### src/rtl/audio_sync_pkg.sv
package audio_sync_pkg;

   typedef enum logic [1:0] {
      RF_EACH = 2'd0,
      RF_MID  = 2'd1,
      RF_SLOW = 2'd2,
      RF_LAZY = 2'd3
   } refresh_e;

   // whole-bit attenuation, roughly one bit per 6 dB
   function automatic int gain_shift(input logic [2:0] code);
      return (code == 3'd7) ? 8 : int'(code);
   endfunction

   // refresh rates in tenths of a hertz for the windowed settings
   function automatic int rate_tenths(input int idx);
      case (idx)
         1:       return 150;
         2:       return 76;
         default: return 38;
      endcase
   endfunction

endpackage

### src/rtl/audio_hpf.sv
module audio_hpf #(
   parameter int IN_W   = 17,
   parameter int Y_W    = 18,
   parameter int COEF_F = 15,
   parameter int FS_HZ  = 8000,
   parameter int FC_LO  = 80,
   parameter int FC_HI  = 510
) (
   input  logic                   clk,
   input  logic                   rst_n,
   input  logic                   in_vld,
   input  logic signed [IN_W-1:0] mix_i,
   input  logic                   corner_i,
   output logic signed [Y_W-1:0]  y_o,
   output logic                   y_vld_o
);
   localparam int CW  = COEF_F + 1;
   localparam int D_W = Y_W + 1;
   localparam int P_W = D_W + CW + 1;
   localparam longint ONE   = longint'(1) << COEF_F;
   localparam longint A_LO  = ONE - (ONE * 6283 * FC_LO) / (1000 * longint'(FS_HZ));
   localparam longint A_HI  = ONE - (ONE * 6283 * FC_HI) / (1000 * longint'(FS_HZ));

   initial begin
      assert (IN_W < Y_W) else $error("audio_hpf: Y_W must exceed IN_W");
      assert (A_HI > 0 && A_LO < ONE) else $error("audio_hpf: corner too high for FS_HZ");
   end

   logic signed [Y_W-1:0]  y_q;
   logic signed [IN_W-1:0] x_q;
   logic signed [CW:0]     coef_s;
   logic signed [D_W-1:0]  diff;
   logic signed [P_W-1:0]  prod, shifted, hi_part;
   logic signed [Y_W-1:0]  y_next;

   always_comb begin
      coef_s  = corner_i ? signed'({1'b0, CW'(A_HI)}) : signed'({1'b0, CW'(A_LO)});
      diff    = D_W'(y_q) + D_W'(mix_i) - D_W'(x_q);
      prod    = P_W'(diff) * P_W'(coef_s);
      shifted = prod >>> COEF_F;
      hi_part = shifted >>> (Y_W - 1);
      if (hi_part == '0 || hi_part == '1)
         y_next = shifted[Y_W-1:0];
      else if (shifted[P_W-1])
         y_next = {1'b1, {(Y_W-1){1'b0}}};
      else
         y_next = {1'b0, {(Y_W-1){1'b1}}};
   end

   always_ff @(posedge clk or negedge rst_n) begin
      if (!rst_n) begin
         y_q     <= '0;
         x_q     <= '0;
         y_vld_o <= 1'b0;
      end else begin
         y_vld_o <= in_vld;
         if (in_vld) begin
            y_q <= y_next;
            x_q <= mix_i;
         end
      end
   end

   assign y_o = y_q;

   // filter state moves only on accepted samples
   a_r2_hold_without_sample: assert property (@(posedge clk) disable iff (!rst_n)
      !in_vld |=> $stable(y_q) && $stable(x_q));

endmodule

### src/rtl/audio_peak_hold.sv
module audio_peak_hold
   import audio_sync_pkg::*;
#(
   parameter int Y_W      = 18,
   parameter int BRIGHT_W = 8,
   parameter int SCALE_SH = 7,
   parameter int THR_STEP = 128,
   parameter int FS_HZ    = 8000
) (
   input  logic                  clk,
   input  logic                  rst_n,
   input  logic signed [Y_W-1:0] y_i,
   input  logic                  y_vld_i,
   input  logic [2:0]            gain_i,
   input  logic [3:0]            thr_i,
   input  logic [1:0]            speed_i,
   output logic [BRIGHT_W-1:0]   level_o,
   output logic                  upd_o
);
   localparam int MAX_WIN = FS_HZ * 10 / 38;
   localparam int CNT_W   = $clog2(MAX_WIN + 1);
   localparam int MAX_LVL = (1 << BRIGHT_W) - 1;

   initial begin
      assert (THR_STEP * 15 < (1 << (Y_W - 1))) else $error("audio_peak_hold: THR_STEP too large");
      assert (SCALE_SH + BRIGHT_W <= Y_W) else $error("audio_peak_hold: scale out of range");
   end

   logic [CNT_W-1:0] lim_tab [4];
   assign lim_tab[0] = CNT_W'(1);
   for (genvar g = 1; g < 4; g++) begin : g_win
      localparam int WIN = FS_HZ * 10 / rate_tenths(g);
      assign lim_tab[g] = CNT_W'(WIN);
   end

   logic [Y_W-1:0]      peak_q, mag, cand, win_max, thr_lim, scaled;
   logic [CNT_W-1:0]    cnt_q, cur_lim;
   logic [BRIGHT_W-1:0] level_q, level_next;
   logic                upd_q, win_end;

   always_comb begin
      mag     = y_i[Y_W-1] ? $unsigned(-y_i) : $unsigned(y_i);
      cand    = mag >> gain_shift(gain_i);
      win_max = (cand > peak_q) ? cand : peak_q;
      thr_lim = Y_W'(thr_i) * Y_W'(THR_STEP);
      scaled  = win_max >> SCALE_SH;
      if (win_max <= thr_lim)
         level_next = '0;
      else if (scaled > Y_W'(MAX_LVL))
         level_next = '1;
      else
         level_next = scaled[BRIGHT_W-1:0];
      cur_lim = lim_tab[speed_i];
      win_end = (refresh_e'(speed_i) == RF_EACH) || (cnt_q >= cur_lim - CNT_W'(1));
   end

   always_ff @(posedge clk or negedge rst_n) begin
      if (!rst_n) begin
         peak_q  <= '0;
         cnt_q   <= '0;
         level_q <= '0;
         upd_q   <= 1'b0;
      end else begin
         upd_q <= 1'b0;
         if (y_vld_i) begin
            if (win_end) begin
               cnt_q   <= '0;
               peak_q  <= '0;
               level_q <= level_next;
               upd_q   <= 1'b1;
            end else begin
               cnt_q  <= cnt_q + CNT_W'(1);
               peak_q <= win_max;
            end
         end
      end
   end

   assign level_o = level_q;
   assign upd_o   = upd_q;

   // a strobe is always the result of a filtered sample one edge earlier
   a_r7_upd_after_sample: assert property (@(posedge clk) disable iff (!rst_n)
      upd_q |-> $past(y_vld_i));
   // fastest refresh publishes on every sample
   a_r6_fast_each: assert property (@(posedge clk) disable iff (!rst_n)
      (y_vld_i && speed_i == 2'd0) |=> upd_q);
   // brightness holds between window closes
   a_r5_level_holds: assert property (@(posedge clk) disable iff (!rst_n)
      !upd_q |-> $stable(level_q));
   // a new window starts empty
   a_r5_peak_cleared: assert property (@(posedge clk) disable iff (!rst_n)
      upd_q |-> (peak_q == '0 && cnt_q == '0));

endmodule

### src/rtl/audio_led_sync.sv
module audio_led_sync #(
   parameter int SAMPLE_W = 16,
   parameter int BRIGHT_W = 8,
   parameter int COEF_F   = 15,
   parameter int FS_HZ    = 8000,
   parameter int THR_STEP = 128
) (
   input  logic                clk,
   input  logic                rst_n,
   input  logic                smp_vld_i,
   input  logic [SAMPLE_W-1:0] smp_left_i,
   input  logic [SAMPLE_W-1:0] smp_right_i,
   input  logic                hpf_corner_i,
   input  logic [2:0]          gain_sel_i,
   input  logic [3:0]          thr_sel_i,
   input  logic [1:0]          refresh_sel_i,
   input  logic                sync_en_i,
   input  logic                led_on_i,
   input  logic [BRIGHT_W-1:0] host_level_i,
   output logic [BRIGHT_W-1:0] led_level_o,
   output logic                led_upd_o
);
   localparam int MIX_W    = SAMPLE_W + 1;
   localparam int Y_W      = SAMPLE_W + 2;
   localparam int SCALE_SH = SAMPLE_W - BRIGHT_W - 1;

   initial begin
      assert (SAMPLE_W > BRIGHT_W) else $error("audio_led_sync: SAMPLE_W must exceed BRIGHT_W");
   end

   logic signed [MIX_W-1:0] mix;
   logic signed [Y_W-1:0]   y;
   logic                    y_vld, aud_upd;
   logic [BRIGHT_W-1:0]     aud_level;

   // stereo channels summed before filtering
   assign mix = MIX_W'(signed'(smp_left_i)) + MIX_W'(signed'(smp_right_i));

   audio_hpf #(
      .IN_W(MIX_W), .Y_W(Y_W), .COEF_F(COEF_F), .FS_HZ(FS_HZ),
      .FC_LO(80), .FC_HI(510)
   ) u_hpf (
      .clk(clk), .rst_n(rst_n), .in_vld(smp_vld_i), .mix_i(mix),
      .corner_i(hpf_corner_i), .y_o(y), .y_vld_o(y_vld)
   );

   audio_peak_hold #(
      .Y_W(Y_W), .BRIGHT_W(BRIGHT_W), .SCALE_SH(SCALE_SH),
      .THR_STEP(THR_STEP), .FS_HZ(FS_HZ)
   ) u_peak (
      .clk(clk), .rst_n(rst_n), .y_i(y), .y_vld_i(y_vld),
      .gain_i(gain_sel_i), .thr_i(thr_sel_i), .speed_i(refresh_sel_i),
      .level_o(aud_level), .upd_o(aud_upd)
   );

   // output selection between dark, host level and audio level
   always_comb begin
      if (!led_on_i)      led_level_o = '0;
      else if (sync_en_i) led_level_o = aud_level;
      else                led_level_o = host_level_i;
   end
   assign led_upd_o = aud_upd & sync_en_i & led_on_i;

   // a dark channel never shows a strobe
   a_r8_dark_quiet: assert property (@(posedge clk) disable iff (!rst_n)
      !led_on_i |-> (led_level_o == '0 && !led_upd_o));

endmodule

### config.mk
export PLATFORM = sky130hd
export DESIGN_NAME = audio_led_sync
export DESIGN_NICKNAME = d
export VERILOG_FILES = /design/src/rtl/audio_sync_pkg.sv /design/src/rtl/audio_hpf.sv /design/src/rtl/audio_peak_hold.sv /design/src/rtl/audio_led_sync.sv
export SDC_FILE = /design/constraint.sdc
export NUM_CORES = 1
export LEC_CHECK = 0
export BUFFER_PORTS_ARGS = -buffer_cell sky130_fd_sc_hd__buf_2
export CAP_MARGIN = 20
export CORE_MARGIN = 4
export CORE_UTILIZATION = 40
export CTS_CLUSTER_DIAMETER = 50
export DETAILED_ROUTE_END_ITERATION = 8
export PLACE_DENSITY_LB_ADDON = 0.25
export SLEW_MARGIN = 25
export SYNTH_ARGS = -nofsm -noshare
export SYNTH_HDL_FRONTEND = slang
export SYNTH_SLANG_ARGS = --single-unit
### constraint.sdc
create_clock -name clk -period 22.3 [get_ports clk]
set_input_delay 2.23 -clock clk [delete_from_list [all_inputs] [get_ports clk]]
set_output_delay 2.23 -clock clk [all_outputs]
set_load 0.03 [all_outputs]
==> impl_metrics.env, run 1 <==
export IMPL_wl_um=39500
export IMPL_dr_pass1_iters=5
export IMPL_ios=64
export IMPL_r2r_setup_slack_ns=11.56
export IMPL_die_y_um=209
export IMPL_worstSetupStartpointType="primary input"
export IMPL_gr_usage_met1=0.257
export IMPL_ant_nets=0
export IMPL_drt_iter0_drc=674
export IMPL_rsz0062_at_grt="false"
export IMPL_syn2layout_area_growth_pct=7.02
export IMPL_fin_nets=2328
export IMPL_fp_row_count=73
export IMPL_cts_buffers=9
export IMPL_wl_per_cell_um=16.7
export IMPL_syn_inst=1816
export IMPL_r2r_end="u_hpf.y_o[13]$_DFFE_PN0P_"
export IMPL_crit_arrival_ns=14.80
export IMPL_synth_flop_cell="dfrtp_1"
export IMPL_fp_dieW_um=209
export IMPL_hold_path_end="u_peak.level_o[2]$_DFFE_PN0P_"
export IMPL_hold_viol_final=0
export IMPL_fillCellCount=3988
export IMPL_synth_area_top_cells="fa_1 (27%), ha_1 (17%), dfrtp_1 (12%)"
export IMPL_critPathMaxFanout=13
export IMPL_r2r_worst_path_cells=31
export IMPL_finalSetupTns_ns=0
export IMPL_top_usage_layer="met2"
export IMPL_clkTransAtPathRegs_ns=0.07
export IMPL_clock_root_buffer="clkbuf_16"
export IMPL_start_util=0.405
export IMPL_grt_pass1_wl_um=66900
export IMPL_cpPeakStageDelay_ns=0.61
export IMPL_overflow=0
export IMPL_cts_hold_buf=0
export IMPL_max_freq_ghz=0.0689
export IMPL_gp_congestion=0.883
export IMPL_status="finished, final reports clean"
export IMPL_slowest_stage="xor2_2"
export IMPL_crit_top_cell="fa_1"
export IMPL_cts_setup_buffers=0
export IMPL_fp_dieArea_um2=43600
export IMPL_finalSetupViolCount=0
export IMPL_clock_skew_ns=0.0115
export IMPL_cts_sinks=75
export IMPL_antenna_found_initial=0
export IMPL_grt_total_usage=0.186
export IMPL_num_vias=12400
export IMPL_max_cap_viol_count=0
export IMPL_synth_edff_count=0
export IMPL_slew_headroom=0.291
export IMPL_syn_area_per_cell_um2=8.89
export IMPL_period_needed_ns=14.52
export IMPL_finalCritPeriodShare=0.651
export IMPL_synth_seq_area_share=0.116
export IMPL_io_buffers=63
export IMPL_register_area_um2=1880
export IMPL_cts_tree="yes"
export IMPL_synth_area_um2=16100
export IMPL_hold_depth=2
export IMPL_core_um2=39800
export IMPL_async_flop_share=1.00
export IMPL_h_tree_depth=3
export IMPL_hpwl_um=33600
export IMPL_ys_types=89
export IMPL_worstPathRequired_ns=22.58
export IMPL_viasPerCell=5.25
export IMPL_worstHoldStart="u_peak.level_o[2]$_DFFE_PN0P_"
export IMPL_hold_path_class="reg -> reg"
export IMPL_drc_errors=0
export IMPL_clkLatencyLatePin_ns=0.35
export IMPL_endpoint_kind="flop"
export IMPL_synth_top_area_share=0.272
export IMPL_grt_met3_usage=0.0230
export IMPL_path_class="in -> reg"
export IMPL_worstMarginPinSlew_ns=1.05
export IMPL_ctsResizeCount=0
export IMPL_ys_ff_latch=75
export IMPL_grt_pass1_vias=13000
export IMPL_grt_start_max_net_pins=53
export IMPL_ys_warn_count=0
export IMPL_clock_path_buffers=2
export IMPL_synth_area_leader_cell="fa_1"
export IMPL_use_met2=0.318
export IMPL_timing_rr_start="u_hpf.y_o[1]$_DFFE_PN0P_"
export IMPL_report_final_slew_viol_count=0
export IMPL_drive_gt1_frac=0.0775
export IMPL_multi_input_area_um2=12600
-- per-layer routing --
layer / vias up / part of all wire
li1: 6044 / -
met1: 6090 / 0.47
met2: 263 / 0.48
met3: 40 / 0.037
met4: 0 / 0.015
met5: - / 0
-- layout make-up --
| class | instances | share of cell area |
|---|---|---|
| Multi-Input combinational cell | 1311 | 0.731 |
| Sequential cell | 75 | 0.109 |
| Inverter | 368 | 0.0800 |
| Tap cell | 525 | 0.0380 |
| Timing Repair Buffer | 76 | 0.0241 |
| Clock buffer | 9 | 0.0130 |
| Clock inverter | 6 | 0.00529 |
| Antenna cell | 1 | 0.000145 |
-- flip-flops by register name, summed over array words and instances (netlist names) --
name	count
u_hpf.x_q	17
u_hpf.y_o	18
u_hpf.y_vld_o	1
u_peak.cnt_q	12
u_peak.level_o	8
u_peak.peak_q	18
u_peak.upd_o	1
-- cells in the final DEF (no fill, tap or decap), drive strengths merged, types with 5 or more instances in the layout --
cell type | synthesis | layout
o31ai | 15 | 15
mux2i | 22 | 22
a221o | 16 | 16
a41oi | 5 | 5
o21bai | 6 | 6
a21oi | 69 | 69
a22o | 11 | 11
dfrtp | 75 | 75
nor2b | 21 | 21
nor2 | 111 | 111
nand2b | 13 | 13
and2 | 16 | 16
o21ai | 71 | 71
fa | 219 | 219
a21boi | 5 | 5
nor3 | 30 | 30
o221a | 5 | 5
nand3 | 32 | 32
a211oi | 13 | 13
or3 | 12 | 12
o211ai | 8 | 8
o22ai | 16 | 16
clkinv | 4 | 8
o211a | 5 | 5
o21a | 8 | 8
a211o | 7 | 7
inv | 364 | 364
a21o | 31 | 31
mux2 | 9 | 9
buf | 11 | 76
or2 | 13 | 13
and3 | 14 | 14
xor2 | 30 | 30
xnor2 | 53 | 53
nand4 | 6 | 6
nand2 | 129 | 129
nor4 | 5 | 5
clkbuf | 53 | 9
a31oi | 12 | 12
ha | 213 | 213
-- Yosys cell counts (5+ instances only) --
| cell type | count |
|---|---|
| a31oi_1 | 11 |
| nand3_1 | 32 |
| xnor2_1 | 53 |
| o211ai_1 | 8 |
| fa_1 | 219 |
| a221o_1 | 16 |
| nor2_1 | 109 |
| a21boi_0 | 5 |
| a211o_1 | 7 |
| clkbuf_1 | 52 |
| xor2_1 | 27 |
| a21o_1 | 31 |
| or3_1 | 12 |
| o211a_1 | 5 |
| inv_1 | 363 |
| and2_1 | 14 |
| o31ai_1 | 14 |
| a211oi_1 | 12 |
| o22ai_1 | 16 |
| o21bai_1 | 6 |
| mux2_2 | 9 |
| nand2_1 | 129 |
| and3_1 | 14 |
| dfrtp_1 | 75 |
| nor3_1 | 27 |
| o21ai_0 | 69 |
| buf_2 | 7 |
| nand4_1 | 6 |
| a22o_1 | 11 |
| ha_1 | 213 |
| a21oi_1 | 68 |
| nand2b_1 | 13 |
| o21a_1 | 8 |
| mux2i_1 | 22 |
| or2_2 | 12 |
| nor2b_1 | 21 |
-- critical path, delay by kind of cell --
kind                     cells  cell delay (ns)
adder cells (fa/ha/maj)     11             4.69
AO/OA/AOI/OAI               15             4.40
AND/OR/NAND/NOR              9             2.01
buffers and inverters        7             0.81
XOR/XNOR                     1             0.61
-- per-stage QoR --
stage	setup WS (ns)	instance area, µm²	utilization	hold WS, ns	std cells
floorplan	9.41	16100	-	0.446	1818
global placement	7.62	16900	0.426	0.469	2355
detailed placement	7.33	16900	0.426	0.477	2355
CTS	7.67	17300	0.433	0.489	2370
global route	6.91	17300	0.434	0.516	2370
finish	7.78	17300	0.434	0.488	2371
-- how the worst max path moves through the flow --
| stage | start | endpoint | slack [ns] | cells past startpoint |
|---|---|---|---|---|
| floorplan | smp_left_i[0] | u_hpf.y_o[5]$_DFFE_PN0P_ | 9.41 | 43 |
| finish | smp_left_i[0] | u_hpf.y_o[13]$_DFFE_PN0P_ | 7.78 | 43 |
| CTS | smp_left_i[0] | u_hpf.y_o[14]$_DFFE_PN0P_ | 7.67 | 43 |
| detailed placement | smp_left_i[0] | u_hpf.y_o[14]$_DFFE_PN0P_ | 7.33 | 43 |
| global placement | smp_left_i[0] | u_hpf.y_o[15]$_DFFE_PN0P_ | 7.62 | 43 |
| global route | smp_left_i[0] | u_hpf.y_o[1]$_DFFE_PN0P_ | 6.91 | 43 |
-- cells by family (layout without fill, tap and decap cells) --
| kind of cell | Yosys count | after routing | synth area share |
|---|---|---|---|
| other | 1 | 4 | 0.000232 |
| adder cells (fa/ha/maj) | 432 | 432 | 0.437 |
| multiplexers | 31 | 31 | 0.0199 |
| AO/OA/AOI/OAI | 343 | 343 | 0.151 |
| XOR/XNOR | 84 | 84 | 0.0478 |
| AND/OR/NAND/NOR | 418 | 418 | 0.125 |
| flip-flops | 75 | 75 | 0.116 |
| buffers and inverters | 432 | 459 | 0.103 |
Power of run 1 is not shown: default switching activity piles up to over one toggle a cycle in this logic, so the estimate is an artifact.
==> run 2, diff against run 1 <==
==> constraint.sdc (replaced) <==
create_clock -name clk -period 14.55 [get_ports clk]
set_input_delay 1.455 -clock clk [delete_from_list [all_inputs] [get_ports clk]]
set_output_delay 1.455 -clock clk [all_outputs]
set_load 0.03 [all_outputs]
==> run 2 against run 1 <==
  * Non-clock buffer count increased by 9
  * Critical path depth increased by 2
  * Via count increased by 0.25%
==> impl_metrics.env, run 2 (synthesis gave the netlist of run 1 again) <==
export IMPL_r2r_worst_path_cells=34
export IMPL_grt_start_max_net_pins=67
export IMPL_rsz0062_at_grt="false"
export IMPL_ios=64
export IMPL_hold_viol_final=0
export IMPL_antenna_found_initial=0
export IMPL_max_freq_ghz=0.0770
export IMPL_crit_path_end="u_hpf.y_o[1]$_DFFE_PN0P_"
export IMPL_drc_errors=0
export IMPL_report_final_slew_viol_count=0
export IMPL_worstPathRequired_ns=14.83
export IMPL_die_y_um=209
export IMPL_cts_tree="yes"
export IMPL_drt_iter0_drc=699
export IMPL_gp_congestion=0.862
export IMPL_syn2layout_area_growth_pct=7.37
export IMPL_clock_path_buffers=2
export IMPL_critPathMaxFanout=13
export IMPL_multi_input_area_um2=12600
export IMPL_cts_hold_buf=0
export IMPL_r2r_end="u_hpf.y_o[1]$_DFFE_PN0P_"
export IMPL_ant_nets=0
export IMPL_wl_per_cell_um=17.0
export IMPL_viasPerCell=5.24
export IMPL_finalSetupViolCount=0
export IMPL_grt_pass1_vias=12900
export IMPL_cp_depth=45
export IMPL_grt_pass1_wl_um=68400
export IMPL_slew_headroom=0.319
export IMPL_fillCellCount=3985
export IMPL_clock_root_buffer="clkbuf_16"
export IMPL_core_um2=39800
export IMPL_clkTransAtPathRegs_ns=0.06
export IMPL_ctsResizeCount=0
export IMPL_clkLatencyLatePin_ns=0.35
export IMPL_path_class="in -> reg"
export IMPL_cts_sinks=75
export IMPL_r2r_setup_slack_ns=4.44
export IMPL_antenna_cells=0
export IMPL_overflow=0
export IMPL_max_cap_viol_count=0
export IMPL_hpwl_um=34300
export IMPL_grt_total_usage=0.190
export IMPL_crit_arrival_ns=13.26
export IMPL_slowest_stage="nor3_2"
export IMPL_h_tree_depth=3
export IMPL_worstMarginPinSlew_ns=1.01
export IMPL_finalSetupTns_ns=0
export IMPL_register_area_um2=1880
export IMPL_start_util=0.405
export IMPL_hold_depth=2
export IMPL_critPathTopFamily="adder cells"
export IMPL_period_needed_ns=12.98
export IMPL_fp_dieArea_um2=43600
export IMPL_hold_path_class="reg -> reg"
export IMPL_wl_um=40500
export IMPL_final_common_cell="inv_1"
export IMPL_drive_gt1_frac=0.0819
export IMPL_cp_startpoint="smp_left_i[0]"
export IMPL_fin_nets=2337
export IMPL_finalCritPeriodShare=0.892
export IMPL_layout_common_cells="inv_1 (363), fa_1 (219), ha_1 (213)"
export IMPL_endpoint_kind="flop"
export IMPL_fp_dieW_um=209
export IMPL_dr_pass1_iters=5
export IMPL_cts_setup_buffers=0
export IMPL_num_vias=12500
export IMPL_path_buf_inv=9
export IMPL_cts_buffers=9
export IMPL_fp_row_count=73
export IMPL_worstSetupStartpointType="primary input"
export IMPL_crit_top_cell="fa_1"
export IMPL_cpPeakStageDelay_ns=0.71
export IMPL_io_buffers=63
export IMPL_timing_rr_start="u_hpf.y_o[1]$_DFFE_PN0P_"
export IMPL_clock_skew_ns=0.00922
export IMPL_status="finished, final reports clean"
## run 2: worst min-delay path by stage
stage / startpoint / to / slack (ns)
global placement: u_peak.level_o[7]$_DFFE_PN0P_ / u_peak.level_o[7]$_DFFE_PN0P_ / 0.47
finish: u_peak.level_o[1]$_DFFE_PN0P_ / u_peak.level_o[1]$_DFFE_PN0P_ / 0.48
CTS: u_peak.level_o[1]$_DFFE_PN0P_ / u_peak.level_o[1]$_DFFE_PN0P_ / 0.49
detailed placement: u_peak.level_o[1]$_DFFE_PN0P_ / u_peak.level_o[1]$_DFFE_PN0P_ / 0.47
floorplan: u_peak.level_o[7]$_DFFE_PN0P_ / u_peak.level_o[7]$_DFFE_PN0P_ / 0.45
global route: u_peak.peak_q[15]$_DFFE_PN0P_ / u_peak.peak_q[15]$_DFFE_PN0P_ / 0.53
## run 2: final cells by class
class / instances / share of cell area
Multi-Input combinational cell: 1311 / 0.728
Timing Repair Buffer: 85 / 0.0279
Clock inverter: 6 / 0.00419
Inverter: 368 / 0.0797
Sequential cell: 75 / 0.108
Clock buffer: 10 / 0.0138
Tap cell: 525 / 0.0379
## run 2: per-layer routing
layer / vias to the layer above / GRT usage / part of all wire
met1: 6136 / 0.269 / 0.47
met3: 41 / 0.0194 / 0.034
met5: - / 0 / 0
met2: 229 / 0.322 / 0.48
met4: 0 / 0.0349 / 0.015
li1: 6062 / - / -
## run 2: worst reg2reg max path: cells and delay by family, from the launching register on
family	cells	cell delay, ns
adder cells (fa/ha/maj)	9	4.34
AO/OA/AOI/OAI	10	2.32
AND/OR/NAND/NOR	6	1.46
buffers and inverters	8	0.85
XOR/XNOR	1	0.58
flip-flops	1	0.48
## run 2: stage by stage
stage,cells,hold slack [ns],util,area [µm²],setup WS [ns]
5_1_grt,2380,0.526,0.435,17300,0.731
3_3_place_gp,2364,0.467,0.427,17000,1.43
2_1_floorplan,1818,0.446,-,16100,2.44
4_1_cts,2380,0.487,0.435,17300,1.54
3_5_place_dp,2364,0.475,0.427,17000,1.18
6_report,2380,0.478,0.435,17300,1.57
Power of run 2 is left out for the same reason.
